--- config.mk ---
export PLATFORM = sky130hd
export DESIGN_NAME = cfg_lockreg
export DESIGN_NICKNAME = d
export VERILOG_FILES = /design/src/rtl/cfg_lockreg_pkg.sv /design/src/rtl/cfg_lockreg_perm.sv /design/src/rtl/cfg_lockreg_boot.sv /design/src/rtl/cfg_lockreg.sv
export SDC_FILE = /design/constraint.sdc
export NUM_CORES = 1
export LEC_CHECK = 0
export BUFFER_PORTS_ARGS = -buffer_cell sky130_fd_sc_hd__buf_2
export CORE_MARGIN = 1.5
export CORE_UTILIZATION = 30
export CTS_CLUSTER_DIAMETER = 60
export DETAILED_ROUTE_END_ITERATION = 7
export RECOVER_POWER = 100
export SLEW_MARGIN = 20
export SYNTH_ARGS = -nofsm -noshare
export SYNTH_HDL_FRONTEND = slang
export SYNTH_HIERARCHICAL = 1
export SYNTH_SLANG_ARGS = --single-unit
--- constraint.sdc ---
create_clock -name clk -period 0.8 [get_ports clk]
set_input_delay 0.04 -clock clk [delete_from_list [all_inputs] [get_ports clk]]
set_output_delay 0.04 -clock clk [all_outputs]
set_load 0.01 [all_outputs]
--- src/rtl/cfg_lockreg_pkg.sv ---
package cfg_lockreg_pkg;
  typedef enum logic [1:0] {
    LOCK_OPEN   = 2'b00,
    LOCK_SHUT_A = 2'b01,
    LOCK_CLKSEL = 2'b10,
    LOCK_SHUT_B = 2'b11
  } lock_e;
endpackage

--- src/rtl/cfg_lockreg_perm.sv ---
module cfg_lockreg_perm
  import cfg_lockreg_pkg::*;
#(
  parameter int WIDTH = 32,
  parameter logic [WIDTH-1:0] IMPL_MASK = 32'hFFFF_FFBF,
  parameter logic [WIDTH-1:0] WIDE_MASK = 32'h0000_0C00,
  localparam int NBYTES = WIDTH / 8
) (
  input  logic [1:0]        lock_code,
  input  logic [NBYTES-1:0] be,
  output logic [WIDTH-1:0]  wr_mask
);
  lock_e              lk;
  logic [WIDTH-1:0]   lock_mask;

  assign lk = lock_e'(lock_code);

  always_comb begin
    case (lk)
      LOCK_OPEN:   lock_mask = IMPL_MASK;
      LOCK_CLKSEL: lock_mask = WIDE_MASK & IMPL_MASK;
      default:     lock_mask = '0;
    endcase
  end

  for (genvar i = 0; i < NBYTES; i++) begin : g_lane
    assign wr_mask[i*8 +: 8] = {8{be[i]}} & lock_mask[i*8 +: 8];
  end
endmodule

--- src/rtl/cfg_lockreg_boot.sv ---
module cfg_lockreg_boot #(
  parameter int WIDTH = 32,
  parameter logic [WIDTH-1:0] IMPL_MASK = 32'hFFFF_FFBF
) (
  input  logic             boot_valid,
  input  logic [WIDTH-1:0] boot_data,
  input  logic             boot_fail,
  input  logic             boot_blank,
  output logic             load,
  output logic [WIDTH-1:0] load_data
);
  logic trusted;

  assign trusted   = !boot_fail && !boot_blank;
  assign load      = boot_valid && trusted;
  assign load_data = boot_data & IMPL_MASK;
endmodule

--- src/rtl/cfg_lockreg.sv ---
module cfg_lockreg #(
  parameter int WIDTH = 32,
  parameter int ADDR_W = 8,
  parameter logic [ADDR_W-1:0] REG_OFFSET = 8'h20,
  parameter logic [WIDTH-1:0] RESET_VAL = 32'h7F7F_FF38,
  parameter logic [WIDTH-1:0] IMPL_MASK = 32'hFFFF_FFBF,
  parameter logic [WIDTH-1:0] WIDE_MASK = 32'h0000_0C00,
  localparam int NBYTES = WIDTH / 8
) (
  input  logic              clk,
  input  logic              rst_n,
  input  logic              boot_valid,
  input  logic [WIDTH-1:0]  boot_data,
  input  logic              boot_fail,
  input  logic              boot_blank,
  input  logic [1:0]        lock_code,
  input  logic              wr_valid,
  output logic              wr_ready,
  input  logic [ADDR_W-1:0] wr_addr,
  input  logic [WIDTH-1:0]  wr_data,
  input  logic [NBYTES-1:0] wr_be,
  output logic [WIDTH-1:0]  cfg_q
);
  logic             load;
  logic [WIDTH-1:0] load_data;
  logic [WIDTH-1:0] wr_mask;
  logic             wr_hit;
  logic [WIDTH-1:0] q_r, q_next;

  cfg_lockreg_boot #(.WIDTH(WIDTH), .IMPL_MASK(IMPL_MASK)) u_boot (
    .boot_valid(boot_valid), .boot_data(boot_data),
    .boot_fail(boot_fail), .boot_blank(boot_blank),
    .load(load), .load_data(load_data)
  );

  cfg_lockreg_perm #(.WIDTH(WIDTH), .IMPL_MASK(IMPL_MASK), .WIDE_MASK(WIDE_MASK)) u_perm (
    .lock_code(lock_code), .be(wr_be), .wr_mask(wr_mask)
  );

  assign wr_ready = !boot_valid;
  assign wr_hit   = wr_valid && wr_ready && (wr_addr == REG_OFFSET);

  always_comb begin
    q_next = q_r;
    if (load)
      q_next = load_data;
    else if (wr_hit)
      q_next = (q_r & ~wr_mask) | (wr_data & wr_mask);
  end

  always_ff @(posedge clk or negedge rst_n) begin
    if (!rst_n) q_r <= RESET_VAL & IMPL_MASK;
    else        q_r <= q_next;
  end

  assign cfg_q = q_r;

  AST_GOOD_BOOT: assert property (@(posedge clk) disable iff (!rst_n)
    (boot_valid && !boot_fail && !boot_blank) |=> cfg_q == ($past(boot_data) & IMPL_MASK));
  AST_BAD_BOOT_HOLD: assert property (@(posedge clk) disable iff (!rst_n)
    (boot_valid && (boot_fail || boot_blank)) |=> $stable(cfg_q));
  AST_SHUT_HOLD: assert property (@(posedge clk) disable iff (!rst_n)
    (!boot_valid && lock_code[0]) |=> $stable(cfg_q));
  AST_CLKSEL_ONLY: assert property (@(posedge clk) disable iff (!rst_n)
    (!boot_valid && lock_code == 2'b10) |=> ((cfg_q & ~WIDE_MASK) == ($past(cfg_q) & ~WIDE_MASK)));
  AST_BOOT_BLOCKS_WRITE: assert property (@(posedge clk) disable iff (!rst_n)
    boot_valid |-> !wr_ready);
  AST_OFFSET_MISS: assert property (@(posedge clk) disable iff (!rst_n)
    (!boot_valid && wr_addr != REG_OFFSET) |=> $stable(cfg_q));
  AST_UNIMPL_ZERO: assert property (@(posedge clk) disable iff (!rst_n)
    (cfg_q & ~IMPL_MASK) == '0);
endmodule

* Word-level counts from Yosys, hierarchy flattened
Index checks and enable logic that the tools add are counted.
** Word-level totals
- Bits in registers :: 32
- Bits in latches :: 0
- Memory bits (writable) :: 0
- Bits in read-only memories :: 0
- Output and inout port bits :: 33
- Memories kept :: 0
** Cells by class
- Add/subtract/negate cells :: 0
- Multiply operators :: 0
- Div/mod/pow operators :: 0
- Order comparisons :: 0
- Eq/ne operators :: 2
- Shift operators :: 0
- Mux-type cells :: 3
- Bitwise logic cells :: 8
- Reductions and logical operators :: 9
** Operators by type and width (number)
- $and A32 B32 Y32 :: 2
- $mux W32 :: 2
- $pmux W32 S2 :: 1
- $and A8 B8 Y8 :: 4
- $not A32 Y32 :: 1
- $or A32 B32 Y32 :: 1
- $eq A8 B6 Y1 const B :: 1
- $logic_and A1 B1 Y1 :: 4
- $logic_not A1 Y1 :: 3
- $eq A2 B2 Y1 const B :: 1
- $logic_not A2 Y1 :: 1
- $reduce_bool A2 Y1 :: 1

* Depth between registers and ports, before layout
Gate-level depths: netlist of run 1.
- Word-level depth :: 8
- Mapped depth :: 6
- Mapped depth without buffers :: 4

* Hierarchy
The synthesis of run 1 kept the hierarchy.
** Modules (own cells, without submodules)
- cfg_lockreg :: times used 1, cells each 291, area each 2433.6 µm²
- cfg_lockreg_boot :: times used 1, cells each 34, area each 256.5 µm²
- cfg_lockreg_perm :: times used 1, cells each 33, area each 242.7 µm²

* Least setup slack after synthesis of run 1
OpenSTA, ideal clock, no wires.
- Path kind :: input to register
- From :: input port wr_addr[4]
- To :: register with a tool-made name
- Library setup time :: 0.079 ns
- Arrival time :: 1.292 ns
- Path slack :: -0.570 ns
- Cell stages on the path :: 5
- Path buffers :: 2
- Path through :: or4b_1 > buf_6 > buf_6 > o41a_1 > o21ai_0
** RTL lines
- start, declared :: RTL line cfg_lockreg.sv:19 : input logic [ADDR_W-1:0] wr_addr,

==> metrics, run 1 <==
run status finished, violations left; failing checks negative setup slack; total clock buffers created by CTS 5; gpl congestion 0.753; Worst Hold Launch boot_data[0]; sink count of the clock tree 32; vias per std cell 4.84; Setup Viol. Count Final 63; number of synthesized register bits 32; most area-hungry cell type in the Yosys netlist sky130_fd_sc_hd__dfstp_2; final worst clock skew 0 ns; count of synthesis-stage warnings from yosys 6; die area 10400 sq um; simple-gate area share of the yosys netlist 0.285; first-pass GRT wire length 12400 microns; part of the power in combinational logic 0.313; total number of H-tree levels 2; Pwr Density 1460 nW/um^2; maximum number of buffers from clock root to sink 2; Tightest Pin Transition 0.507 ns; reported max-cap violation count 0; main combinational cell family by area after synthesis simple AND/OR/NAND/NOR gates; DP Worst Slack -0.675 ns; crit path time final 1.19 ns; clock transition at the register clock pins on the worst setup and hold paths after CTS 0.08 ns; adder and majority gate portion of the synthesized area 0; antenna violations before repair 0; XOR/XNOR Fraction of Synth Area 0; proportion of total power due to net switching 0.281; HPWL after DPL 5000 microns; remaining global-route overflow 0; netlist area before placement 2930 sq um; DR DRC count 0; overall routed net length 8050 microns; CP startpoint kind input pin; Via Count 2706; worst setup path start wr_addr[4]; antenna-violating nets left 0; y dimension of the die 102 microns; num ports 117; largest net degree at the start of global routing 42; unrepaired setup endpoints after global routing true; endpoint arrival time on the critical path 1.41 ns; Clock Latency Late Sink 0.28 ns; post-synthesis net count 442; Rel. slew slack 0.662; Peak supply drop 0.000759 V; DRC violation total after the first TritonRoute iteration 105; Synth top area share 0.224; max-slew violations 0; number of buffers inserted by port buffering 115; share of total power in sequential cells 0.383; Post-synth EDFFs 0; internal portion of total power 4180 uW; Yosys cell types 20; cell type of the slowest stage on the worst timing path sky130_fd_sc_hd__or4b_4; fillcell total 942; buffer cell driving the clock tree root sky130_fd_sc_hd__clkbuf_8; sequential element share of the synthesized area 0.284; list of most frequent post-synthesis cells sky130_fd_sc_hd__buf_4, sky130_fd_sc_hd__inv_1; most used standard cell by instance count after synthesis sky130_fd_sc_hd__buf_4; layout cells sized above 1 0.467; slack of the critical path -0.393 ns; final net count 513; site row count 35; final clock period utilization by the worst path 1.49; total inserted antenna cells 0; DR WL/cell 14.4 microns; peak fanout along the critical path 16; detailed-router iteration count before antenna repair 6; ranking of synthesized cells by area sky130_fd_sc_hd__dfstp_2, sky130_fd_sc_hd__buf_4, sky130_fd_sc_hd__o41a_1; final sum of negative setup slack -15.50 ns; delay of the slowest cell on the worst path 0.64 ns; Synth async-reset ratio 1.00; final hold violations 0; Crit Path Category input pin to flip-flop; Critical Path, Cell by Cell buf_6 -> or4b_4 -> clkbuf_16 -> o41a_1 -> o21ai_1; Data required, critical path 1.02 ns; number of global-route vias before repair 2525; fraction of the mapped netlist area in compound gates 0.177; Floorplan Core Area 9370 sq um; Net Switching 1630 uW; Worst setup EP type flip-flop; mean instance size in the synthesized netlist 8.19 sq um; Static Leakage 0.00154 uW; synthesized instance count 358; total routing usage reported by global routing 0.150; proportion of synthesized area in mux cells 0; width of the chip 102 microns; effective utilization at floorplan 0.313; TritonCTS clock tree built; Top FF cell, synth sky130_fd_sc_hd__dfstp_2; Clk network pwr share 0.304; area delta synth->final 36.1%; maximum clock frequency 838 MHz; type of the tightest min-delay check input pin to flip-flop
==> kinds of logic (layout without fill, tap and decap cells) <==
logic type	count (synthesis)	after routing
other	2	2
and+or+nand+nor	137	138
AOI/OAI and AO/OA	64	64
DFF	32	32
buffers and inverters	123	194
==> area by class of cell <==
cell class                      instances  area, sq um  share of cell area
Multi-Input combinational cell        204         1470               0.368
Timing Repair Buffer                  153         1280               0.320
Sequential cell                        32          832               0.208
Tap cell                              129          161              0.0404
Inverter                               33          124              0.0310
Clock buffer                            7         96.3              0.0241
Clock inverter                          1         30.0             0.00752
==> placed cells by master, fill, tap and decap left out <==
cell type	netlist	final
sky130_fd_sc_hd__bufbuf_16	0	3
sky130_fd_sc_hd__buf_12	0	9
sky130_fd_sc_hd__bufinv_16	0	1
sky130_fd_sc_hd__clkbuf_4	0	1
sky130_fd_sc_hd__nand2b_1	32	31
sky130_fd_sc_hd__nand2b_4	0	1
sky130_fd_sc_hd__buf_2	1	83
sky130_fd_sc_hd__nor2b_1	1	1
sky130_fd_sc_hd__clkbuf_8	0	7
sky130_fd_sc_hd__clkbuf_16	0	2
sky130_fd_sc_hd__clkbuf_1	23	2
sky130_fd_sc_hd__nor3b_2	1	3
sky130_fd_sc_hd__nand2_1	32	32
sky130_fd_sc_hd__nand3b_1	32	32
sky130_fd_sc_hd__dfstp_2	25	25
sky130_fd_sc_hd__conb_1	2	2
sky130_fd_sc_hd__nor4_2	0	9
sky130_fd_sc_hd__or2_2	1	1
sky130_fd_sc_hd__dfrtp_1	7	7
sky130_fd_sc_hd__buf_6	7	32
sky130_fd_sc_hd__or4b_4	0	3
sky130_fd_sc_hd__o21ai_1	4	32
sky130_fd_sc_hd__nor4_1	32	23
sky130_fd_sc_hd__nor3b_4	0	1
sky130_fd_sc_hd__nor3b_1	4	1
sky130_fd_sc_hd__inv_1	33	33
sky130_fd_sc_hd__o41a_1	32	32
sky130_fd_sc_hd__dlygate4sd3_1	0	1
sky130_fd_sc_hd__buf_4	59	20
==> power groups by stage <==
stage	Combinational [uW]	Sequential [uW]	Clock [uW]
2_1_floorplan	749	2320	0
3_3_place_gp	1370	2200	0
3_5_place_dp	1400	2200	0
4_1_cts	1780	2230	1850
5_1_grt	1990	2250	1920
6_report	1820	2220	1770
==> metrics by stage <==
| stage | util | hold slack (ns) | instance area, sq um | total power, uW | cells |
|---|---|---|---|---|---|
| 3_5_place_dp | 0.361 | 0.0230 | 3390 | 3600 | 536 |
| 5_1_grt | 0.426 | 0.0687 | 3990 | 6170 | 559 |
| 3_3_place_gp | 0.361 | 0.0189 | 3390 | 3570 | 536 |
| 4_1_cts | 0.411 | 0.0544 | 3850 | 5850 | 554 |
| 6_report | 0.426 | 0.0664 | 3990 | 5810 | 559 |
| 2_1_floorplan | - | -0.256 | 3000 | 3070 | 358 |
==> critical path: cells and delay by family <==
kind | cells | cell delay [ns]
buf+inv | 2 | 0.33
compound gates | 2 | 0.40
simple gates | 1 | 0.64
==> layer usage <==
| metal | routed length (microns) | GRT usage | up-vias |
|---|---|---|---|
| met5 | 0 | 0 | - |
| met4 | 34 | 0.0190 | 0 |
| met3 | 408 | 0.0308 | 4 |
| met2 | 3850 | 0.254 | 79 |
| met1 | 3750 | 0.203 | 1278 |
| li1 | - | - | 1345 |
==> worst paths after layout <==
check	to	slack (ns)	depth (start not counted)
max	flip-flop	-0.39	5
min	flip-flop	0.07	4
max reg2reg	flip-flop	-0.09	3
min reg2reg	flip-flop	0.51	2
max in group asynchronous	asynchronous set/reset pin	0.05	3
min in group asynchronous	asynchronous set/reset pin	0.36	3
==> what timing repair did <==
item | in CTS | in global routing
resized for setup | 32 | 13
endpoints found under the setup margin | 64 | 64
pin swaps | 1 | 1
hold buffers | 1 | 0
cloned | 3 | 3
setup buffers | 6 | 2
endpoints found under the hold margin | 32 | 0
(Power assumes the default switching activity.)
==> run 2: changes to the inputs <==
==> constraint.sdc (replaced) <==
create_clock -name clk -period 0.8 [get_ports clk]
set_input_delay 0.08 -clock clk [delete_from_list [all_inputs] [get_ports clk]]
set_output_delay 0.08 -clock clk [all_outputs]
set_load 0.01 [all_outputs]
==> run 2 against run 1 <==
Net effect: the flow still finishes with violations (negative setup slack); sequential share of layout area is 0.11 points higher; highest routed layer unchanged; die area stayed put; core utilization is 0.23 points lower; clock power hardly changed; flip-flop and latch count stayed put; non-clock buffer count is 3 higher; clock-buffer cell count stayed put; combinational power hardly changed; final area is 0.53% lower; final cell count is 0.36% higher; setup slack worse by 0.033 ns.
==> metrics, run 2 (same netlist as run 1, synthesis figures left out) <==
run status finished, violations left (unchanged); failing checks negative setup slack (unchanged); antenna-violating nets left 0 (unchanged); non-filler cells, final 561 (was 559); detailed-router iteration count before antenna repair 4 (was 6); overall routed net length 7950 microns (was 8050 microns); leading cell type in the layout, fill and taps excluded sky130_fd_sc_hd__buf_2 (unchanged); layout cells sized above 1 0.470 (was 0.467); die area 10400 sq um (unchanged); Pwr Density 1460 nW/um^2 (about the same); Peak supply drop 0.000677 V (was 0.000759 V); Net Switching 1610 uW (was 1630 uW); gpl congestion 0.753 (about the same); Clock Latency Late Sink 0.28 ns (about the same); num ports 117 (unchanged); Data required, critical path 1.01 ns (was 1.02 ns); final clock period utilization by the worst path 1.53 (was 1.49); Floorplan Core Area 9370 sq um (unchanged); slack of the critical path -0.426 ns (was -0.393 ns); endpoint arrival time on the critical path 1.43 ns (was 1.41 ns); final net count 515 (was 513); Setup Viol. Count Final 64 (was 63); largest net degree at the start of global routing 42 (unchanged); antenna violations before repair 0 (unchanged); R2R Setup Slk -0.09 ns (about the same); width of the chip 102 microns (unchanged); maximum clock frequency 816 MHz (was 838 MHz); clock transition at the register clock pins on the worst setup and hold paths after CTS 0.07 ns (was 0.08 ns); buffer cell driving the clock tree root sky130_fd_sc_hd__clkbuf_8 (unchanged); reported max-cap violation count 0 (unchanged); DRC violation total after the first TritonRoute iteration 95 (was 105); total clock buffers created by CTS 5 (unchanged); DR WL/cell 14.2 microns (was 14.4 microns); peak fanout along the critical path 16 (unchanged); final hold violations 0 (unchanged); CP startpoint kind input pin (unchanged); TritonCTS clock tree built (unchanged); share of total power in sequential cells 0.385 (was 0.383); y dimension of the die 102 microns (unchanged); proportion of total power due to net switching 0.277 (was 0.281); crit path time final 1.23 ns (was 1.19 ns); total number of H-tree levels 2 (unchanged); DR DRC count 0 (unchanged); HPWL after DPL 5030 microns (was 5000 microns); type of the tightest min-delay check input pin to flip-flop (unchanged); number of buffers inserted by port buffering 115 (unchanged); Crit Path Category input pin to flip-flop (unchanged); fillcell total 925 (was 942); total routing usage reported by global routing 0.156 (was 0.150); final sum of negative setup slack -18.13 ns (was -15.50 ns); total inserted antenna cells 0 (unchanged); WHS 0.113 ns (was 0.0664 ns); Worst setup EP type flip-flop (unchanged); Via Count 2676 (was 2706); effective utilization at floorplan 0.313 (unchanged); first-pass GRT wire length 12900 microns (was 12400 microns); Clk network pwr share 0.300 (was 0.304); number of global-route vias before repair 2601 (was 2525); part of the power in combinational logic 0.315 (was 0.313); internal portion of total power 4190 uW (was 4180 uW); area delta synth->final 35.4% (was 36.1%); maximum number of buffers from clock root to sink 2 (unchanged); remaining global-route overflow 0 (unchanged); most used cells in the layout excluding fill and tap cells sky130_fd_sc_hd__buf_2, sky130_fd_sc_hd__inv_1 (unchanged); placed cell count 536 (unchanged); max-slew violations 0 (unchanged); site row count 35 (unchanged); final worst clock skew 0 ns (unchanged); unrepaired setup endpoints after global routing true (unchanged); vias per std cell 4.77 (was 4.84); Static Leakage 0.00154 uW (about the same); sink count of the clock tree 32 (unchanged)
==> run 2: changes by cell type in the layout (fill, tap and decap cells not counted), moves of 2 or more <==
cell	before	now
sky130_fd_sc_hd__buf_6	32	30
sky130_fd_sc_hd__buf_12	9	7
sky130_fd_sc_hd__buf_4	20	26
sky130_fd_sc_hd__buf_2	83	85
==> run 2: per-layer routing <==
layer  global-route usage  wire length, microns  vias to the layer above
met1                0.211                  3660                     1245
met4               0.0190                    34                        0
li1                     -                     -                     1343
met3               0.0301                   433                        4
met2                0.265                  3820                       84
met5                    0                     0                        -
==> run 2: worst paths after layout <==
check,startpoint,cells past startpoint,to
min,boot_data[0],4,flip-flop
min in group asynchronous,rst_n,3,asynchronous set/reset pin
max reg2reg,flip-flop,3,flip-flop
max in group asynchronous,rst_n,3,asynchronous set/reset pin
min reg2reg,flip-flop,2,flip-flop
max,wr_addr[4],5,flip-flop
==> run 2: final cells by class <==
| cell class | count | area, sq um | share of cell area |
|---|---|---|---|
| inverter | 33 | 124 | 0.0312 |
| clock inverter | 1 | 30.0 | 0.00756 |
| clock buffer | 7 | 96.3 | 0.0243 |
| tap | 129 | 161 | 0.0406 |
| sequential | 32 | 832 | 0.210 |
| multi-input combinational | 203 | 1450 | 0.365 |
| timing repair buffer | 156 | 1280 | 0.322 |
==> run 2: power by group through the flow <==
stage / Sequential, uW / Clock (uW) / Combinational (uW)
6_report: 2230 / 1740 / 1830
5_1_grt: 2260 / 1890 / 2000
4_1_cts: 2230 / 1810 / 1780
3_5_place_dp: 2200 / 0 / 1400
3_3_place_gp: 2200 / 0 / 1370
2_1_floorplan: 2320 / 0 / 749
==> run 2: what timing repair did <==
action	CTS	global route
pin swaps	1	2
gates resized for setup	34	9
buffers inserted	7	5
gates cloned	4	1
hold buffers	1	0
hold endpoints to repair	32	0
endpoints found under the setup margin	64	64
==> run 2: critical path, cell delays in order <==
cell and delay [ns]:
sky130_fd_sc_hd__buf_6 0.09, sky130_fd_sc_hd__or4b_4 0.65, sky130_fd_sc_hd__clkbuf_16 0.23, sky130_fd_sc_hd__o41a_1 0.31
sky130_fd_sc_hd__o21ai_1 0.08
==> run 2: stage by stage <==
stage | utilization | instance area, sq um | total power [uW] | setup WS [ns]
6_report | 0.424 | 3970 | 5790 | -0.426
5_1_grt | 0.424 | 3970 | 6160 | -0.468
4_1_cts | 0.417 | 3900 | 5830 | -0.389
3_5_place_dp | 0.361 | 3390 | 3600 | -0.715
3_3_place_gp | 0.361 | 3390 | 3570 | -0.685
2_1_floorplan | - | 3000 | 3070 | -0.558
